### src/rtl/irq_ctl_reg.sv
module irq_ctl_reg #(
  parameter int DATA_W  = 8,
  parameter int NUM_SRC = 5
) (
  input  logic              clk,
  input  logic              rst_n,
  input  logic              tmr_a_evt,
  input  logic              tmr_b_evt,
  input  logic              alarm_evt,
  input  logic              shift_evt,
  input  logic              edge_evt,
  input  logic              bus_sel,
  input  logic              bus_wr,
  input  logic [DATA_W-1:0] bus_wdata,
  output logic [DATA_W-1:0] bus_rdata,
  output logic              irq_n
);
  localparam int MODE_BIT = DATA_W - 1;

  logic [NUM_SRC-1:0] evt_vec, flag_q, mask_q, src_bits;
  logic rd_acc, wr_acc, pending_any;
  logic unused_pad;

  assign evt_vec     = {edge_evt, shift_evt, alarm_evt, tmr_b_evt, tmr_a_evt};
  assign rd_acc      = bus_sel & ~bus_wr;
  assign wr_acc      = bus_sel & bus_wr;
  assign src_bits    = bus_wdata[NUM_SRC-1:0];
  assign pending_any = |(flag_q & mask_q);
  assign irq_n       = ~pending_any;
  assign unused_pad  = ^bus_wdata[MODE_BIT-1:NUM_SRC];

  always_ff @(posedge clk) begin
    if (!rst_n)      flag_q <= '0;
    else if (rd_acc) flag_q <= evt_vec;
    else             flag_q <= flag_q | evt_vec;
  end

  always_ff @(posedge clk) begin
    if (!rst_n) mask_q <= '0;
    else if (wr_acc) begin
      if (bus_wdata[MODE_BIT]) mask_q <= mask_q | src_bits;
      else                     mask_q <= mask_q & ~src_bits;
    end
  end

  always_comb begin
    bus_rdata                = '0;
    bus_rdata[NUM_SRC-1:0]   = flag_q;
    bus_rdata[MODE_BIT]      = pending_any;
  end
endmodule


### config.mk
export PLATFORM = sky130hd
export DESIGN_NAME = irq_ctl_reg
export DESIGN_NICKNAME = d
export VERILOG_FILES = /design/src/rtl/irq_ctl_reg.sv
export SDC_FILE = /design/constraint.sdc
export NUM_CORES = 1
export LEC_CHECK = 0
export ABC_CLOCK_PERIOD_IN_PS = 2250
export BUFFER_PORTS_ARGS = -buffer_cell sky130_fd_sc_hd__buf_2
export CAP_MARGIN = 25
export CORE_AREA = 8 8 45 47
export CTS_CLUSTER_DIAMETER = 50
export DETAILED_ROUTE_END_ITERATION = 10
export DIE_AREA = 0 0 53 55
export RECOVER_POWER = 25
export SYNTH_ARGS = -nofsm -noshare
export SYNTH_HDL_FRONTEND = slang
export SYNTH_SLANG_ARGS = --single-unit
### constraint.sdc
create_clock -name clk -period 2.25 [get_ports clk]
set_input_delay 0.675 -clock clk [delete_from_list [all_inputs] [get_ports clk]]
set_output_delay 0.675 -clock clk [all_outputs]
set_load 0.05 [all_outputs]
==> results.txt, run 1 <==
----------------------------------------------------
[Synth]
  Warnings from Yosys ... 0
  Synthesis-stage register bit count ... 10
  Xor/xnor cell area share of the yosys netlist ... 0%
  Combinational family with the most area after synthesis ... simple AND/OR/NAND/NOR gates
  Mux cell area share after synthesis ... 0%
  Summed instance area of the synthesized netlist ... 410 sq um
  Sequential cell area fraction in the yosys report ... 48.8%
  Post-synthesis simple-gate area fraction ... 29.0%
  Mean area per synthesized cell ... 8.55 sq um
  Post-synthesis adder-cell area fraction ... 0%
  Distinct cell type count after synthesis ... 13
  Gate Count Post-Synth ... 48
  Compound-cell area share of the yosys netlist ... 14.0%

[STA]
  Total Neg Setup Slack ... 0 ns
  Post-route worst setup slack ... 0.313 ns
  Final Hold Viols ... 0
  Final-report setup violation count ... 0
  Post-route minimum period ... 1.94 ns
  Peak clock frequency supported by timing ... 516 MHz
  Setup repair after global routing missed its margin ... no
  Final-report max-slew violation count ... 0
  Setup skew after layout ... 0 ns
  Share of the clock period used by the worst path ... 86.1%

[Cells and area]
  Net count of the finished layout ... 88
  Count of fill cells added during filler insertion ... 152
  Diode insertion count for antenna repair ... 0
  Most common library cell in the layout ignoring fill and taps ... sky130_fd_sc_hd__buf_2
  Commonest non-fill, non-tap cells in the layout ... sky130_fd_sc_hd__buf_2 (20), sky130_fd_sc_hd__nand3_1 (10), sky130_fd_sc_hd__dfxtp_1 (10)
  Synthesis-to-layout area growth ... 33.5%
  Area taken by multi-input logic gates ... 184 sq um
  Fraction of final layout cells with drive strength greater than 1 ... 35.7%
  Sequential cell area ... 200 sq um

[Clock tree]
  CTS resizes ... 0
  Clock-pin slew of the registers on the worst-case setup and hold paths ... 0.06 ns
  Buffer count from post-CTS setup fixing ... 0
  Cts bufs inserted ... 3
  Depth of the CTS H-tree ... 1
  Clock latency on the worst-skew pair ... 0.26 ns
  Root buffer cell ... sky130_fd_sc_hd__clkbuf_4
  Hold Buf Count CTS ... 0
  Clock sink count ... 10
  TritonCTS clock tree ... done
  Buffers from clock root to sink, at most ... 2

[Global routing]
  Number of global-route vias before repair ... 396
  Total Routing Usage GR ... 8.16%
  Congestion Overflow GR ... 0
  Wire length of the first global-routing pass ... 1660 um
  Pin count of the biggest net entering global routing ... 12
  Initial antenna violation count ... 0

[Worst setup path]
  Highest-delay cell along the critical path ... sky130_fd_sc_hd__dfxtp_1
  CP Cell Sequence ... a22oi_1 > and4_1 > buf_2
  Delay contributed by the slowest stage of the critical path ... 0.32 ns
  Worst Setup Start Kind ... flop
  Crit Reg-Reg Startpoint ... flag_q[0]
  Buf+Inv Stages, Crit Path ... 1
  Cell class contributing the biggest share of worst-path delay ... flip-flops
  Reg2reg end ... flag_q[0]
  CP Max Fanout ... 3
  Required @ worst endpoint ... 1.57 ns
  Endpoint arrival time on the critical path ... 1.26 ns
  Reg2reg setup slack ... 1.64 ns
  Worst Path Class, Setup ... flop to primary output
  R2r worst-path depth ... 2
  Critical path capture point type ... primary output

[Floorplan]
  Floorplan core area ... 1380 sq um
  Chip height ... 55 um
  Starting utilization of the core area ... 29.7%
  Rows ... 14
  Die ar. ... 2920 sq um
  I/O pin count ... 26
  Die span in x ... 53 um

[Routing]
  Detail Route met3 WL ... 110 um
  Vias post-DR ... 396
  Wire length reported by the detailed router ... 1030 um
  Mean routed wirelength per cell ... 12.0 um
  # DRC ... 0
  Via-per-instance ratio ... 4.60
  Violation count after the first detailed-routing iteration ... 12
  Wire length on met1 ... 443 um
  Drt first pass iters ... 4
  Wire length on met2 ... 424 um
  Max Used Layer ... met4
  DRT antenna net count ... 0

[Power]
  Maximum resistive drop on vdd ... 0.266 mV
  Leakage Power ... 0.251 nW
  Power Total ... 433 uW
  Power per Cell Area ... 790 nW/um^2

[Worst hold path]
  Min-Delay Path Class ... flop to flop
  Hold Path Cell Cnt ... 2

[Place]
  Total of buffers placed on input and output ports ... 21
  Routability-driven placement congestion ratio ... 0.677
  Post-Place Setup Slack ... 0.572 ns

[Job]
  Number of max-capacitance violations reported ... 0

[Status]
  Result of the run ... finished, final reports clean

----------------------------------------------------
-- tightest hold or removal path, cell delays in order, from the launching register on --
cell	delay (ns)
sky130_fd_sc_hd__dfxtp_1	0.31
sky130_fd_sc_hd__nand3_1	0.06
sky130_fd_sc_hd__o21ai_1	0.05
-- synth_stat cells, drive strengths merged --
library cell  instances  share of area [%]
nor2b                 5                7.6
o21ai                 5                6.1
nand3                10                 12
a21oi                 5                6.1
clkbuf                1               0.91
and4                  1                2.1
nand2                 4                3.7
dfxtp                10                 49
a22oi                 1                1.8
inv                   1               0.91
conb                  1               0.91
buf                   3                5.5
nand2b                1                3.4
-- power by group --
| group | leakage [nW] | switching, mW | internal, mW |
|---|---|---|---|
| clock network | 0.0210 | 0.0609 | 0.0982 |
| registers | 0.0825 | 0.00587 | 0.187 |
| logic | 0.148 | 0.0580 | 0.0234 |
-- per-layer routing --
layer	GRT usage [%]	up-vias
met2	10.2	22
met5	0	-
li1	-	206
met1	9.49	163
met3	2.94	5
met4	10.3	0
-- cells by family (layout without fill, tap and decap cells) --
logic type,Yosys count,after routing
AOI/OAI and AO/OA,11,11
buffers and inverters,5,26
DFF,10,10
other,1,2
and+or+nand+nor,21,21
-- area by class of cell --
| type | instances | share of cell area [%] |
|---|---|---|
| Sequential cell | 10 | 36.5 |
| Multi-Input combinational cell | 34 | 33.6 |
| Timing Repair Buffer | 21 | 18.9 |
| Clock buffer | 4 | 6.62 |
| Tap cell | 16 | 3.65 |
| Inverter | 1 | 0.685 |
-- stage by stage --
step	std cells	cell area [sq um]	utilization (%)	hold WS (ns)
3_3_place_gp	82	513	37.1	0.448
2_1_floorplan	49	414	-	0.438
5_1_grt	86	548	39.6	0.494
4_1_cts	86	549	39.7	0.463
3_5_place_dp	82	513	37.1	0.453
6_report	86	548	39.6	0.469
-- worst max path at each step --
stage,from,endpoint,slack [ns],depth (start not counted)
finish,flag_q[3],irq_n,0.31,3
global route,flag_q[3],irq_n,0.19,3
CTS,flag_q[3],irq_n,0.28,3
detailed placement,flag_q[3],irq_n,0.57,3
global placement,flag_q[3],irq_n,0.58,3
floorplan,flag_q[3],bus_rdata[7],0.08,4
(Power assumes the default switching activity.)
==> inputs of run 2 (changes only) <==
- GPL_TIMING_DRIVEN: not set -> 0
==> run 2 against run 1 <==
  * Hold slack worse by 0.011 ns
  * Power is 7.0% lower
  * Die area stayed put
  * Maximum frequency shrank 4.7%
  * Non-clock buffer count up 4
  * Sequential share of layout area down 0.89 points
  * Clock skew stayed put
  * Via count is 2.0% higher
  * Design area up 2.5%
  * Global-route usage down 0.33 points
  * Clock power decreased by 23%
  * Sequential power about the same
  * Critical path type unchanged
  * Largest cell class unchanged
  * Highest routed layer unchanged
==> results.txt, run 2 (synthesis gave the netlist of run 1 again) <==
----------------------------------------------------
[Clock tree]
  TritonCTS clock tree ... done
  Root buffer cell ... sky130_fd_sc_hd__clkbuf_4
  Buffer count from post-CTS setup fixing ... 0
  Clock sink count ... 10
  Hold Buf Count CTS ... 0
  CTS resizes ... 0
  Buffers from clock root to sink, at most ... 2
  Cts bufs inserted ... 3
  Clock-pin slew of the registers on the worst-case setup and hold paths ... 0.06 ns
  Depth of the CTS H-tree ... 1
  Clock latency on the worst-skew pair ... 0.26 ns

[Place]
  Placed insts ... 86
  Total of buffers placed on input and output ports ... 21
  Dpl cell area ... 539 sq um
  Post-Place Setup Slack ... 0.475 ns
  Routability-driven placement congestion ratio ... 0.679

[Power]
  Sequential share of power ... 47.9%
  Total internal power ... 276 uW
  Clock network power share ... 30.5%
  Maximum resistive drop on vdd ... 0.180 mV
  Leakage Power ... 0.264 nW
  Proportion of total power due to net switching ... 31.4%
  Power Total ... 402 uW
  Net load switching power ... 126 uW
  Power per Cell Area ... 716 nW/um^2
  Part of the power in combinational logic ... 21.6%

[Routing]
  Vias post-DR ... 404
  DRT antenna net count ... 0
  Via-per-instance ratio ... 4.54
  Drt first pass iters ... 3
  # DRC ... 0
  Mean routed wirelength per cell ... 12.0 um
  Violation count after the first detailed-routing iteration ... 3
  Wire length reported by the detailed router ... 1070 um

[Worst setup path]
  Worst Setup Start Kind ... flop
  Crit Reg-Reg Startpoint ... flag_q[0]
  Endpoint arrival time on the critical path ... 1.36 ns
  Critical path capture point type ... primary output
  Required @ worst endpoint ... 1.57 ns
  Worst Path Class, Setup ... flop to primary output
  CP Max Fanout ... 3
  Reg2reg setup slack ... 1.64 ns
  Reg2reg end ... flag_q[0]
  R2r worst-path depth ... 2

[Status]
  Result of the run ... finished, final reports clean

[Floorplan]
  I/O pin count ... 26
  Chip height ... 55 um
  Die span in x ... 53 um
  Rows ... 14
  Floorplan core area ... 1380 sq um
  Die ar. ... 2920 sq um
  Starting utilization of the core area ... 29.7%

[STA]
  Total Neg Setup Slack ... 0 ns
  Final hold slack ... 0.458 ns
  Setup repair after global routing missed its margin ... no
  Share of the clock period used by the worst path ... 90.3%
  Final-report setup violation count ... 0
  Final-report max-slew violation count ... 0
  Setup skew after layout ... 0 ns
  Post-route worst setup slack ... 0.218 ns
  Peak clock frequency supported by timing ... 492 MHz
  Final Hold Viols ... 0
  Post-route minimum period ... 2.03 ns

[Cells and area]
  Commonest non-fill, non-tap cells in the layout ... sky130_fd_sc_hd__buf_2 (21), sky130_fd_sc_hd__nand3_1 (10), sky130_fd_sc_hd__dfxtp_1 (10)
  Diode insertion count for antenna repair ... 0
  Area taken by multi-input logic gates ... 184 sq um
  Net count of the finished layout ... 92
  Most common library cell in the layout ignoring fill and taps ... sky130_fd_sc_hd__buf_2
  Sequential cell area ... 200 sq um
  Final cell utilization of the core ... 40.6%
  Fraction of final layout cells with drive strength greater than 1 ... 38.4%
  Synthesis-to-layout area growth ... 36.9%
  Non-filler cells, final ... 89
  Count of fill cells added during filler insertion ... 153
  Total non-filler cell area in the finished layout ... 562 sq um

[Global routing]
  Initial antenna violation count ... 0
  Wire length of the first global-routing pass ... 1650 um
  Congestion Overflow GR ... 0
  Total Routing Usage GR ... 7.83%
  Pin count of the biggest net entering global routing ... 11
  Number of global-route vias before repair ... 395

[Worst hold path]
  Hold Path Cell Cnt ... 2
  Min-Delay Path Class ... flop to flop

[Job]
  Number of max-capacitance violations reported ... 0

----------------------------------------------------
-- run 2: cell types whose count changed in the layout (fill, tap and decap cells not counted), sizes merged --
| cell | change |
|---|---|
| buf | +4 |
| clkbuf | -1 |
-- run 2: worst max-delay path by stage --
stage | to | slack [ns] | start
floorplan | bus_rdata[7] | 0.08 | flag_q[3]
global route | bus_rdata[7] | 0.09 | flag_q[3]
CTS | bus_rdata[7] | 0.18 | flag_q[3]
global placement | bus_rdata[7] | 0.49 | flag_q[3]
detailed placement | bus_rdata[7] | 0.47 | flag_q[3]
finish | bus_rdata[7] | 0.22 | flag_q[3]
-- run 2: per-layer routing --
layer / routed length [um] / vias up / part of all wire, % / global-route usage, %
met4: 23 / 0 / 2.1 / 7.76
li1: - / 211 / - / -
met1: 494 / 172 / 46 / 8.87
met3: 113 / 2 / 11 / 3.48
met2: 439 / 19 / 41 / 10.5
met5: 0 / - / 0 / 0
-- run 2: area by class of cell --
class / count / area share, %
sequential: 10 / 35.6
multi-input combinational: 34 / 32.7
timing repair buffer: 21 / 18.7
buffer: 4 / 4.68
clock buffer: 3 / 4.01
tap: 16 / 3.56
inverter: 1 / 0.668
-- run 2: critical path, stage by stage (launching register included) --
cell and delay, ns:
sky130_fd_sc_hd__dfxtp_1 0.33, sky130_fd_sc_hd__a22oi_1 0.18, sky130_fd_sc_hd__and4_1 0.23, sky130_fd_sc_hd__inv_1 0.04, sky130_fd_sc_hd__buf_4 0.11, sky130_fd_sc_hd__buf_2 0.20
-- run 2: power by group through the flow --
stage               registers (mW)  logic, mW  clock network (mW)
floorplan                    0.218     0.0384                   0
global placement             0.196     0.0871                   0
detailed placement           0.197     0.0876                   0
CTS                          0.193     0.0878               0.127
global route                 0.194     0.0935               0.138
finish                       0.193     0.0870               0.123
